--- config.mk ---
export PLATFORM = sky130hd
export DESIGN_NAME = jtag_walk_seq
export DESIGN_NICKNAME = d
export VERILOG_FILES = /design/src/rtl/jtag_walk_pkg.sv /design/src/rtl/jtag_step_timer.sv /design/src/rtl/jtag_tap_tracker.sv /design/src/rtl/jtag_hop_planner.sv /design/src/rtl/jtag_walk_seq.sv
export SDC_FILE = /design/constraint.sdc
export NUM_CORES = 1
export LEC_CHECK = 0
export ABC_CLOCK_PERIOD_IN_PS = 4100
export BUFFER_PORTS_ARGS = -buffer_cell sky130_fd_sc_hd__buf_2
export CORE_AREA = 2 2 54 69
export CTS_CLUSTER_DIAMETER = 40
export DETAILED_ROUTE_END_ITERATION = 8
export DIE_AREA = 0 0 56 71
export PLACE_DENSITY = 0.68
export REMOVE_ABC_BUFFERS = 1
export SLEW_MARGIN = 20
export SYNTH_ARGS = -nofsm -noshare
export SYNTH_HDL_FRONTEND = slang
export SYNTH_SLANG_ARGS = --single-unit
--- constraint.sdc ---
create_clock -name clk -period 4.1 [get_ports clk]
set_input_delay 0.41 -clock clk [delete_from_list [all_inputs] [get_ports clk]]
set_output_delay 0.41 -clock clk [all_outputs]
set_load 0.05 [all_outputs]
--- src/rtl/jtag_walk_pkg.sv ---
package jtag_walk_pkg;

  localparam int TAP_W = 4;

  typedef enum logic [TAP_W-1:0] {
    ST_RESET  = 4'd0,
    ST_IDLE   = 4'd1,
    ST_SEL_DR = 4'd2,
    ST_CAP_DR = 4'd3,
    ST_SHF_DR = 4'd4,
    ST_EX1_DR = 4'd5,
    ST_PAU_DR = 4'd6,
    ST_EX2_DR = 4'd7,
    ST_UPD_DR = 4'd8,
    ST_SEL_IR = 4'd9,
    ST_CAP_IR = 4'd10,
    ST_SHF_IR = 4'd11,
    ST_EX1_IR = 4'd12,
    ST_PAU_IR = 4'd13,
    ST_EX2_IR = 4'd14,
    ST_UPD_IR = 4'd15
  } tap_st_e;

  // Resting states: the only legal endpoints of a walk
  function automatic logic is_rest(input tap_st_e s);
    return (s == ST_RESET) || (s == ST_IDLE) ||
           (s == ST_PAU_DR) || (s == ST_PAU_IR);
  endfunction

  // Standard TAP transition graph
  function automatic tap_st_e tap_step(input tap_st_e s, input logic m);
    tap_st_e n;
    case (s)
      ST_RESET:  n = m ? ST_RESET  : ST_IDLE;
      ST_IDLE:   n = m ? ST_SEL_DR : ST_IDLE;
      ST_SEL_DR: n = m ? ST_SEL_IR : ST_CAP_DR;
      ST_CAP_DR: n = m ? ST_EX1_DR : ST_SHF_DR;
      ST_SHF_DR: n = m ? ST_EX1_DR : ST_SHF_DR;
      ST_EX1_DR: n = m ? ST_UPD_DR : ST_PAU_DR;
      ST_PAU_DR: n = m ? ST_EX2_DR : ST_PAU_DR;
      ST_EX2_DR: n = m ? ST_UPD_DR : ST_SHF_DR;
      ST_UPD_DR: n = m ? ST_SEL_DR : ST_IDLE;
      ST_SEL_IR: n = m ? ST_RESET  : ST_CAP_IR;
      ST_CAP_IR: n = m ? ST_EX1_IR : ST_SHF_IR;
      ST_SHF_IR: n = m ? ST_EX1_IR : ST_SHF_IR;
      ST_EX1_IR: n = m ? ST_UPD_IR : ST_PAU_IR;
      ST_PAU_IR: n = m ? ST_EX2_IR : ST_PAU_IR;
      ST_EX2_IR: n = m ? ST_UPD_IR : ST_SHF_IR;
      default:   n = m ? ST_SEL_DR : ST_IDLE;
    endcase
    return n;
  endfunction

endpackage

--- src/rtl/jtag_step_timer.sv ---
module jtag_step_timer #(
  parameter int STEP_DIV = 4
) (
  input  logic clk,
  input  logic rst,
  input  logic run,
  output logic strobe
);

  generate
    if (STEP_DIV <= 1) begin : g_every
      assign strobe = run;
    end else begin : g_count
      localparam int CNT_W = $clog2(STEP_DIV);
      localparam logic [CNT_W-1:0] LAST = CNT_W'(STEP_DIV - 1);
      logic [CNT_W-1:0] cnt;

      always_ff @(posedge clk) begin
        if (rst || !run) begin
          cnt <= '0;
        end else if (cnt == LAST) begin
          cnt <= '0;
        end else begin
          cnt <= cnt + 1'b1;
        end
      end

      assign strobe = run && (cnt == LAST);
    end
  endgenerate

endmodule

--- src/rtl/jtag_tap_tracker.sv ---
module jtag_tap_tracker
  import jtag_walk_pkg::*;
#(
  parameter int FORCE_ONES = 5
) (
  input  logic    clk,
  input  logic    rst,
  input  logic    step,
  input  logic    tms,
  output tap_st_e state
);

  localparam int OW = $clog2(FORCE_ONES + 1);
  localparam logic [OW-1:0] ONES_LAST = OW'(FORCE_ONES - 1);

  logic [OW-1:0] ones;

  always_ff @(posedge clk) begin
    if (rst) begin
      state <= ST_RESET;
      ones  <= '0;
    end else if (step) begin
      if (!tms) begin
        ones  <= '0;
        state <= tap_step(state, 1'b0);
      end else if (ones == ONES_LAST) begin
        // a run of ones always lands in reset, whatever the start
        state <= ST_RESET;
      end else begin
        ones  <= ones + 1'b1;
        state <= tap_step(state, 1'b1);
      end
    end
  end

endmodule

--- src/rtl/jtag_hop_planner.sv ---
module jtag_hop_planner
  import jtag_walk_pkg::*;
(
  input  tap_st_e cur,
  input  tap_st_e tgt,
  output logic    tms,
  output logic    arrive
);

  always_comb begin
    case (cur)
      ST_RESET:             tms = 1'b0;
      ST_IDLE:              tms = 1'b1;
      ST_SEL_DR:            tms = (tgt != ST_PAU_DR);
      ST_SEL_IR:            tms = (tgt != ST_PAU_IR);
      ST_CAP_DR, ST_CAP_IR: tms = 1'b1;
      ST_EX1_DR, ST_EX1_IR: tms = 1'b0;
      ST_PAU_DR, ST_PAU_IR: tms = 1'b1;
      ST_EX2_DR, ST_EX2_IR: tms = 1'b1;
      ST_UPD_DR, ST_UPD_IR: tms = (tgt != ST_IDLE);
      default:              tms = 1'b1;
    endcase
  end

  assign arrive = (tap_step(cur, tms) == tgt);

endmodule

--- src/rtl/jtag_walk_seq.sv ---
module jtag_walk_seq
  import jtag_walk_pkg::*;
#(
  parameter int STEP_DIV   = 4,
  parameter int FORCE_ONES = 5
) (
  input  logic             clk,
  input  logic             rst,
  input  logic             req_valid,
  output logic             req_ready,
  input  logic [TAP_W-1:0] req_target,
  output logic             tck_pulse,
  output logic             tms,
  output logic             busy,
  output logic             done,
  output logic             err,
  output logic [TAP_W-1:0] tap_state
);

  tap_st_e cur;
  tap_st_e tgt_q;
  tap_st_e req_st;
  logic    busy_q, done_q, err_q;
  logic    strobe, plan_tms, arrive;
  logic    accept, tgt_ok, no_move;

  assign req_st  = tap_st_e'(req_target);
  assign accept  = req_valid && !busy_q;
  assign tgt_ok  = is_rest(req_st) && is_rest(cur);
  assign no_move = (req_st == cur) && ((cur == ST_RESET) || (cur == ST_IDLE));

  jtag_step_timer #(.STEP_DIV(STEP_DIV)) u_timer (
    .clk    (clk),
    .rst    (rst),
    .run    (busy_q),
    .strobe (strobe)
  );

  jtag_hop_planner u_plan (
    .cur    (cur),
    .tgt    (tgt_q),
    .tms    (plan_tms),
    .arrive (arrive)
  );

  jtag_tap_tracker #(.FORCE_ONES(FORCE_ONES)) u_track (
    .clk   (clk),
    .rst   (rst),
    .step  (strobe),
    .tms   (plan_tms),
    .state (cur)
  );

  always_ff @(posedge clk) begin
    if (rst) begin
      busy_q <= 1'b0;
      done_q <= 1'b0;
      err_q  <= 1'b0;
      tgt_q  <= ST_RESET;
    end else begin
      done_q <= 1'b0;
      err_q  <= 1'b0;
      if (accept) begin
        if (!tgt_ok) begin
          err_q <= 1'b1;
        end else if (no_move) begin
          done_q <= 1'b1;
        end else begin
          busy_q <= 1'b1;
          tgt_q  <= req_st;
        end
      end else if (busy_q && strobe && arrive) begin
        busy_q <= 1'b0;
        done_q <= 1'b1;
      end
    end
  end

  assign req_ready = !busy_q;
  assign busy      = busy_q;
  assign done      = done_q;
  assign err       = err_q;
  assign tck_pulse = strobe;
  assign tms       = busy_q & plan_tms;
  assign tap_state = cur;

endmodule

==> results of run 1 <==
## power by group through the flow
stage	logic (uW)	clock network [uW]	registers, uW
CTS	35.5	211	242
finish	35.1	207	242
floorplan	18.4	0	251
global placement	34.8	0	247
global route	37.8	220	243
detailed placement	35.4	0	247
## final cells by class
cell class              instances  area [um^2]  area share, %
multi-input cells             144         1130           60.3
flip-flops and latches         24          480           25.7
repair buffers                 17         87.6           4.69
inverters                      14         52.6           2.82
well taps                      39         48.8           2.61
clock buffers                   3         41.3           2.21
clock inverters                 1         30.0           1.61
## cell usage after synthesis, types with 3 or more instances
library cell	number	area share, %
a21oi_1	9	2.6
a211oi_1	5	2.2
clkbuf_1	5	1.1
o21ai_0	6	1.7
o221ai_1	4	2.0
nand2b_1	3	1.1
xnor2_1	3	1.5
o31ai_1	3	1.3
nand3_1	6	1.7
ha_1	10	7.3
nor2_1	13	2.8
mux2i_1	8	4.6
nor3_1	3	0.87
buf_2	5	1.5
nor2b_1	4	1.5
dfxtp_1	24	28
or2_2	3	1.1
nand2_1	11	2.4
nand3b_1	5	2.2
inv_1	12	2.6
## final timing paths
kind	to	cells after the start	start
worst max-delay path	flip-flop	9	u_track.state[3]
worst min-delay path	err	2	req_valid
worst max register to register	flip-flop	9	u_track.state[3]
worst min register to register	u_timer.g_count.cnt[0]	1	u_timer.g_count.cnt[0]
## placed cells by master (no fill, tap or decap), types with 2 or more instances in the layout
master / Yosys / routed
a211oi_1: 5 / 5
a21oi_1: 9 / 9
a21oi_4: 2 / 2
a2bb2oi_1: 2 / 2
a32oi_1: 2 / 2
buf_2: 5 / 16
clkbuf_8: 0 / 3
clkinv_1: 2 / 2
dfxtp_1: 24 / 24
ha_1: 10 / 10
inv_1: 12 / 12
mux2i_1: 8 / 8
nand2_1: 11 / 11
nand2b_1: 3 / 3
nand3_1: 6 / 6
nand3b_1: 5 / 5
nand4_1: 2 / 2
nor2_1: 13 / 13
nor2b_1: 4 / 4
nor3_1: 3 / 3
nor4_1: 2 / 2
nor4b_1: 2 / 2
o21ai_0: 6 / 6
o21ai_1: 2 / 2
o221ai_1: 4 / 4
o22ai_1: 2 / 2
o31ai_1: 3 / 3
o32a_2: 2 / 2
or2_2: 3 / 3
or3b_2: 2 / 2
xnor2_1: 3 / 3
## routing by layer
| layer | up-vias | GRT usage, % |
|---|---|---|
| li1 | 740 | - |
| met1 | 753 | 21.2 |
| met2 | 52 | 35.3 |
| met3 | 9 | 3.11 |
| met4 | 0 | 10.1 |
| met5 | - | 0 |
## metrics by stage
| step | hold WS (ns) | std cells | power [uW] | worst slack, ns |
|---|---|---|---|---|
| finish | 0.418 | 242 | 484 | 0.677 |
| global route | 0.424 | 242 | 500 | 0.469 |
| CTS | 0.413 | 242 | 489 | 0.685 |
| detailed placement | 0.420 | 238 | 283 | 0.697 |
| global placement | 0.410 | 238 | 282 | 0.904 |
| floorplan | 0.399 | 182 | 269 | 0.607 |
## cells by family (layout without fill, tap and decap cells)
| logic type | count (synthesis) | in the layout |
|---|---|---|
| AOI/OAI and AO/OA | 58 | 58 |
| buffers and inverters | 26 | 35 |
| and+or+nand+nor | 62 | 62 |
| xor gates and xnor gates | 4 | 4 |
| DFF | 24 | 24 |
| adders and majority gates | 10 | 10 |
| muxes | 10 | 10 |
## critical path, stage by stage, from the launching register on
cell and delay (ns):
dfxtp_1 0.79, or3b_4 0.48, a2111oi_4 0.40, o22a_2 0.27
nor2_1 0.14, a221oi_4 0.45, inv_1 0.18, ha_1 0.23
mux2_1 0.28, mux2i_1 0.14
==> results.py, run 1 <==
metrics = {
    "layout": {
        "fillCellCount": 336,
        "areaGrowthSynthToFinish_pct": 8.19,
        "finish.utilization_pct": 55.5,
        "layout-drive-gt1-share_pct": 20.7,
        "final_nets": 221,
        "antenna_cells": 0,
        "fin_area_mm2": 0.00187,
    },
    "routing": {
        "ant_nets": 0,
        "wl_mm": 3.84,
        "drt-met1-wl_mm": 1.44,
        "dr_wl_met3_um": 221,
        "viasPerCell": 6.42,
        "wire_per_inst_um": 15.9,
        "dr.pass1.iters": 4,
        "wl_met2_mm": 2.08,
        "topRoutingLayerUsed": "met4",
        "via_count": 1554,
        "first_iter_violations": 44,
        "drc": 0,
    },
    "yosys": {
        "synthXorXnorAreaFrac_pct": 2.03,
        "syn-instance-count": 194,
        "yosys_warnings": 0,
        "synth_top_family_by_area": "compound AO/OA/AOI/OAI gates",
        "synthMuxAreaShare_pct": 6.09,
        "ys_seq_area_share_pct": 27.8,
        "ys_types": 60,
        "synthSimpleGateAreaFrac_pct": 20.0,
        "synth_compound_area_share_pct": 29.9,
        "synthAdderAreaFrac_pct": 7.25,
        "syn-mean-instance-area_um2": 8.89,
        "synth_edf_count": 0,
        "synth_seq_cells": 24,
        "synth_ff_type": "dfxtp_1",
        "synthesis.area_mm2": 0.00173,
        "ys_async_sr_fraction_pct": 0,
    },
    "clocking": {
        "clk_latency_ns": 0.27,
        "cts_tree": "built",
        "cts_setup_buffers": 0,
        "cts_hold_buffers": 0,
        "clk_pin_slew_ns": 0.09,
        "postCtsResizedCells": 0,
        "clockBufferDepth": 2,
        "cts_root_buffer": "clkbuf_8",
        "clkSinkCount": 24,
        "cts_buffers": 3,
        "h-tree-depth": 1,
    },
    "timing": {
        "slew_violations": 0,
        "setup_viol": 0,
        "relSlewSlack_pct": 47.7,
        "fmax_ghz": 0.292,
        "fin_skew_ns": 0.00315,
        "setup_tns_ns": 0,
        "worstMarginPinSlew_ns": 0.783,
        "timing.final.crit_share_pct": 83.5,
        "period_needed_ns": 3.42,
        "rsz0062_at_grt": "false",
        "hold_viol_final": 0,
    },
    "power": {
        "power_frac_comb_pct": 7.3,
        "pwr-share-seq_pct": 50.0,
        "internal-power_uw": 380,
        "power_density_mw_per_mm2": 259,
        "pwr-share-clk_pct": 42.7,
        "p_sw_uw": 103,
        "power_leakage_uw": 0.000704,
        "ir_worst_vdd_mv": 0.166,
        "p_sw_share_pct": 21.4,
    },
    "global_routing": {
        "grt_first_pass_wirelength_mm": 6.13,
        "grt_usage_pct": 19.3,
        "grt_start_max_net_pins": 23,
        "antenna_found_initial": 0,
        "grt_pass1_vias": 1393,
        "overflow": 0,
    },
    "worst_setup_path": {
        "endpoint_kind": "flip-flop",
        "required_ns": 4.30,
        "arrival_ns": 3.62,
        "cp-start-kind": "flip-flop",
        "critPathMaxFanout": 22,
        "reg2reg_slack_ns": 0.68,
        "crit_type": "flip-flop to flip-flop",
    },
    "placement": {
        "gp_congestion": 0.825,
        "port_buffers": 16,
        "hpwl_mm": 2.85,
        "dpl_cell_area_mm2": 0.00180,
    },
    "floorplanning": {
        "io-pin-count": 17,
        "row_count": 24,
        "initial_core_util_pct": 51.3,
        "fp.dieH_um": 71,
        "die_w_um": 56,
        "die_area_mm2": 0.00398,
        "core-area_mm2": 0.00336,
    },
    "flow_run": {
        "cap_violations": 0,
    },
    "status": {
        "outcome": "finished, final reports clean",
    },
    "worst_hold_path": {
        "hold_class": "input port to flip-flop",
    },
}
Power figures use the tool's default switching activity.
==> inputs of run 2 (changes only) <==
ABC_CLOCK_PERIOD_IN_PS = 3400   (was 4100)
clock period = 3.4 ns   (was 4.1 ns; I/O delays follow)
==> results.py, run 2 (synthesis gave the netlist of run 1 again) <==
metrics = {
    "status": {
        "outcome": "finished, final reports clean",
    },
    "power": {
        "power_density_mw_per_mm2": 310,
        "p_sw_uw": 124,
        "pwr-share-clk_pct": 42.7,
        "pwr-share-seq_pct": 50.0,
        "power_frac_comb_pct": 7.3,
        "ir_worst_vdd_mv": 0.253,
        "internal-power_uw": 459,
        "power_leakage_uw": 0.000715,
        "p_sw_share_pct": 21.3,
    },
    "routing": {
        "dr.pass1.iters": 4,
        "via_count": 1526,
        "viasPerCell": 6.25,
        "first_iter_violations": 93,
        "ant_nets": 0,
        "wire_per_inst_um": 15.9,
        "wl_mm": 3.88,
        "drc": 0,
    },
    "clocking": {
        "clkSinkCount": 24,
        "cts_root_buffer": "clkbuf_8",
        "clockBufferDepth": 2,
        "cts_hold_buffers": 0,
        "postCtsResizedCells": 0,
        "cts_buffers": 3,
        "clk_latency_ns": 0.27,
        "cts_setup_buffers": 0,
        "cts_tree": "built",
        "h-tree-depth": 1,
        "clk_pin_slew_ns": 0.08,
    },
    "timing": {
        "relSlewSlack_pct": 64.5,
        "hold_viol_final": 0,
        "fin_skew_ns": 0.00567,
        "worstMarginPinSlew_ns": 0.532,
        "finalWorstSetupSlack_ns": 0.278,
        "period_needed_ns": 3.12,
        "setup_viol": 0,
        "rsz0062_at_grt": "false",
        "fmax_ghz": 0.320,
        "timing.final.crit_share_pct": 91.8,
        "timing.hold.ws_ns": 0.355,
        "slew_violations": 0,
    },
    "global_routing": {
        "overflow": 0,
        "grt_first_pass_wirelength_mm": 6.38,
        "grt_start_max_net_pins": 21,
        "grt_pass1_vias": 1453,
        "antenna_found_initial": 0,
        "grt_usage_pct": 19.9,
    },
    "worst_setup_path": {
        "required_ns": 3.61,
        "path_buf_inv": 1,
        "rr_startpoint": "u_track.state[1]",
        "path_cells": "a21bo_2 > a311oi_4 > o22a_2 > nor2_1 > a221oi_4 > inv_1 > ha_1 > mux2_1 > mux2i_1",
        "cp-startpoint": "u_track.state[1]",
        "crit_family": "compound AO/OA/AOI/OAI gates",
        "cp-start-kind": "flip-flop",
        "cpPeakStageDelay_ns": 0.66,
        "arrival_ns": 3.33,
        "slowest_stage": "dfxtp_1",
        "endpoint_kind": "flip-flop",
        "critPathMaxFanout": 20,
        "crit_type": "flip-flop to flip-flop",
    },
    "flow_run": {
        "cap_violations": 0,
    },
    "layout": {
        "layout-drive-gt1-share_pct": 21.5,
        "final_common_cell": "dfxtp_1",
        "areaGrowthSynthToFinish_pct": 9.06,
        "finish.utilization_pct": 56.0,
        "final_cell_mix": "dfxtp_1, buf_2, nor2_1",
        "final_nets": 223,
        "antenna_cells": 0,
    },
    "placement": {
        "port_buffers": 16,
        "hpwl_mm": 2.93,
        "post-place-ws_ns": 0.306,
        "gp_congestion": 0.869,
    },
    "floorplanning": {
        "die_w_um": 56,
        "die_area_mm2": 0.00398,
        "io-pin-count": 17,
        "initial_core_util_pct": 51.3,
        "fp.dieH_um": 71,
        "row_count": 24,
        "core-area_mm2": 0.00336,
    },
    "worst_hold_path": {
        "hold_class": "input port to flip-flop",
        "hp-start": "req_target[1]",
    },
}
run 2: changes by cell type in the layout (fill, tap and decap cells not counted):
| cell | previous run | this run |
|---|---|---|
| buf_4 | 1 | 3 |
run 2: power groups by stage:
stage | registers (uW) | clock network, uW | logic (uW)
after CTS | 292 | 253 | 42.7
after global placement | 298 | 0 | 41.7
after detailed placement | 298 | 0 | 42.5
final | 292 | 249 | 42.3
after floorplan | 303 | 0 | 22.2
after global routing | 293 | 266 | 46.1
run 2: final timing paths:
check,cells past startpoint,slack [ns],end
setup / recovery,9,0.28,flip-flop
hold / removal,3,0.36,tgt_q[1]
setup reg to reg,9,0.28,flip-flop
hold reg to reg,1,0.43,u_timer.g_count.cnt[0]
run 2: worst reg2reg max path, stage by stage (launching register included):
cell	delay [ns]
dfxtp_1	0.66
a21bo_2	0.30
a311oi_4	0.40
o22a_2	0.31
nor2_1	0.14
a221oi_4	0.46
inv_1	0.17
ha_1	0.23
mux2_1	0.28
mux2i_1	0.11
run 2: final cells by class:
cell class / instances / area [um^2]
tap: 39 / 48.8
clock buffer: 3 / 41.3
timing repair buffer: 19 / 103
clock inverter: 1 / 30.0
multi-input combinational: 144 / 1130
sequential: 24 / 480
fill: 324 / 1480
inverter: 14 / 52.6
run 2: per-stage QoR:
step                instances  power, uW  area [um^2]  TNS [ns]
floorplan                 182        325         1660   -0.0933
global placement          240        340         1810         0
detailed placement        240        341         1810         0
CTS                       244        587         1880         0
global route              244        605         1880         0
finish                    244        583         1880         0
run 2: per-layer routing:
metal	vias up	global-route usage, %	wire (um)
li1	745	-	-
met1	723	21.3	1530
met2	44	37.3	2060
met3	14	3.29	154
met4	0	9.26	144
met5	-	0	0
==> inputs of run 3 (changes only) <==
ABC_CLOCK_PERIOD_IN_PS = 3000   (was 3400)
SETUP_SLACK_MARGIN = 0.05   (was unset)
clock period = 3 ns   (was 3.4 ns; I/O delays follow)
==> results.py, run 3 (synthesis gave the netlist of run 1 again) <==
metrics = {
    "status": {
        "outcome": "finished, final reports clean",
    },
    "placement": {
        "port_buffers": 16,
        "hpwl_mm": 3.20,
        "dpl_cell_area_mm2": 0.00187,
        "gp_congestion": 0.947,
        "post-place-cells": 248,
    },
    "global_routing": {
        "antenna_found_initial": 0,
        "grt_start_max_net_pins": 18,
        "grt_usage_pct": 21.0,
        "overflow": 0,
        "grt_pass1_vias": 1480,
        "grt_first_pass_wirelength_mm": 6.68,
    },
    "worst_setup_path": {
        "reg2reg_slack_ns": 0.21,
        "rr_startpoint": "tgt_q[2]",
        "critPathMaxFanout": 6,
        "rr_worst_depth": 9,
        "cp-start-kind": "flip-flop",
        "arrival_ns": 2.98,
        "endpoint_kind": "flip-flop",
        "crit_type": "flip-flop to flip-flop",
        "required_ns": 3.19,
    },
    "routing": {
        "viasPerCell": 6.25,
        "drc": 0,
        "dr.pass1.iters": 4,
        "wl_mm": 4.10,
        "ant_nets": 0,
        "first_iter_violations": 39,
        "via_count": 1576,
        "wire_per_inst_um": 16.3,
    },
    "power": {
        "power_density_mw_per_mm2": 342,
        "power_leakage_uw": 0.000758,
        "ir_worst_vdd_mv": 0.256,
    },
    "layout": {
        "layout-drive-gt1-share_pct": 26.3,
        "areaGrowthSynthToFinish_pct": 13.1,
        "final-instance-count-excl-fill": 252,
        "final_cell_mix": "dfxtp_1, buf_2, inv_1, nor2_1",
        "final_common_cell": "dfxtp_1",
        "antenna_cells": 0,
        "final_nets": 231,
        "fin_area_mm2": 0.00195,
    },
    "clocking": {
        "cts_tree": "built",
        "cts_buffers": 3,
        "clk_pin_slew_ns": 0.09,
        "cts_setup_buffers": 0,
        "h-tree-depth": 1,
        "cts_root_buffer": "clkbuf_8",
        "clk_latency_ns": 0.27,
        "cts_hold_buffers": 0,
        "clockBufferDepth": 2,
        "clkSinkCount": 24,
    },
    "worst_hold_path": {
        "min_to": "err",
        "hold_class": "input port to flip-flop",
        "hp-start": "req_valid",
        "whs_path_depth": 2,
    },
    "floorplanning": {
        "row_count": 24,
        "io-pin-count": 17,
        "core-area_mm2": 0.00336,
        "die_w_um": 56,
        "initial_core_util_pct": 51.3,
        "die_area_mm2": 0.00398,
        "fp.dieH_um": 71,
    },
    "timing": {
        "rsz0062_at_grt": "false",
        "relSlewSlack_pct": 66.3,
        "timing.final.crit_share_pct": 93.0,
        "slew_violations": 0,
        "period_needed_ns": 2.79,
        "setup_tns_ns": 0,
        "fin_skew_ns": 0.00242,
        "setup_viol": 0,
        "fmax_ghz": 0.358,
        "hold_viol_final": 0,
        "worstMarginPinSlew_ns": 0.504,
    },
    "flow_run": {
        "cap_violations": 0,
    },
}
-- run 3: cell types whose count changed in the layout (fill, tap and decap cells not counted), sizes merged --
cell,delta
buf,+8
-- run 3: area by class of cell --
cell class	count	area, um^2
Clock buffer	3	41.3
Clock inverter	1	30.0
Fill cell	307	1410
Inverter	14	52.6
Multi-Input combinational cell	144	1130
Sequential cell	24	483
Tap cell	39	48.8
Timing Repair Buffer	27	163
-- run 3: how the worst max path moves through the flow --
stage | startpoint | endpoint | slack (ns) | depth (start not counted)
detailed placement | u_track.state[2] | flip-flop | 0.06 | 9
finish | tgt_q[2] | flip-flop | 0.21 | 9
global placement | u_track.state[2] | flip-flop | 0.20 | 9
floorplan | u_track.state[3] | flip-flop | -0.49 | 8
global route | tgt_q[2] | flip-flop | 0.06 | 9
CTS | u_track.state[1] | flip-flop | 0.07 | 10
-- run 3: where the power goes --
| part | switching (uW) | leakage, uW | internal, uW |
|---|---|---|---|
| clock | 107 | 0.0000357 | 178 |
| combinational | 32.9 | 0.000528 | 19.3 |
| sequential | 5.44 | 0.000195 | 324 |
-- run 3: timing repair --
item | CTS | global route
pin swaps | 0 | 1
resized for setup | 1 | 3
setup endpoints to repair | 1 | 5
-- run 3: critical path: stages (launching register included) --
cell and delay, ns:
dfxtp_1 0.38, or3b_4 0.44, a2111oi_4 0.39, o22a_2 0.22, nor2_1 0.12, a221oi_4 0.34, inv_1 0.16, ha_1 0.23
mux2_1 0.29, mux2i_1 0.15
-- run 3: layer usage --
| layer | track usage (%) | vias to the layer above | part of all wire [%] |
|---|---|---|---|
| li1 | - | 763 | - |
| met1 | 22.0 | 756 | 40 |
| met5 | 0 | - | 0 |
| met3 | 2.38 | 11 | 2.7 |
| met4 | 8.47 | 0 | 2.8 |
| met2 | 41.3 | 46 | 55 |
-- run 3: per-stage QoR --
stage	hold WS (ns)	util [%]	setup slack (ns)	power [uW]
CTS	0.310	57.8	0.0718	670
global route	0.313	58.0	0.0554	690
floorplan	0.369	-	-0.493	368
detailed placement	0.415	55.6	0.0601	389
global placement	0.410	55.6	0.204	388
finish	0.311	58.0	0.210	666
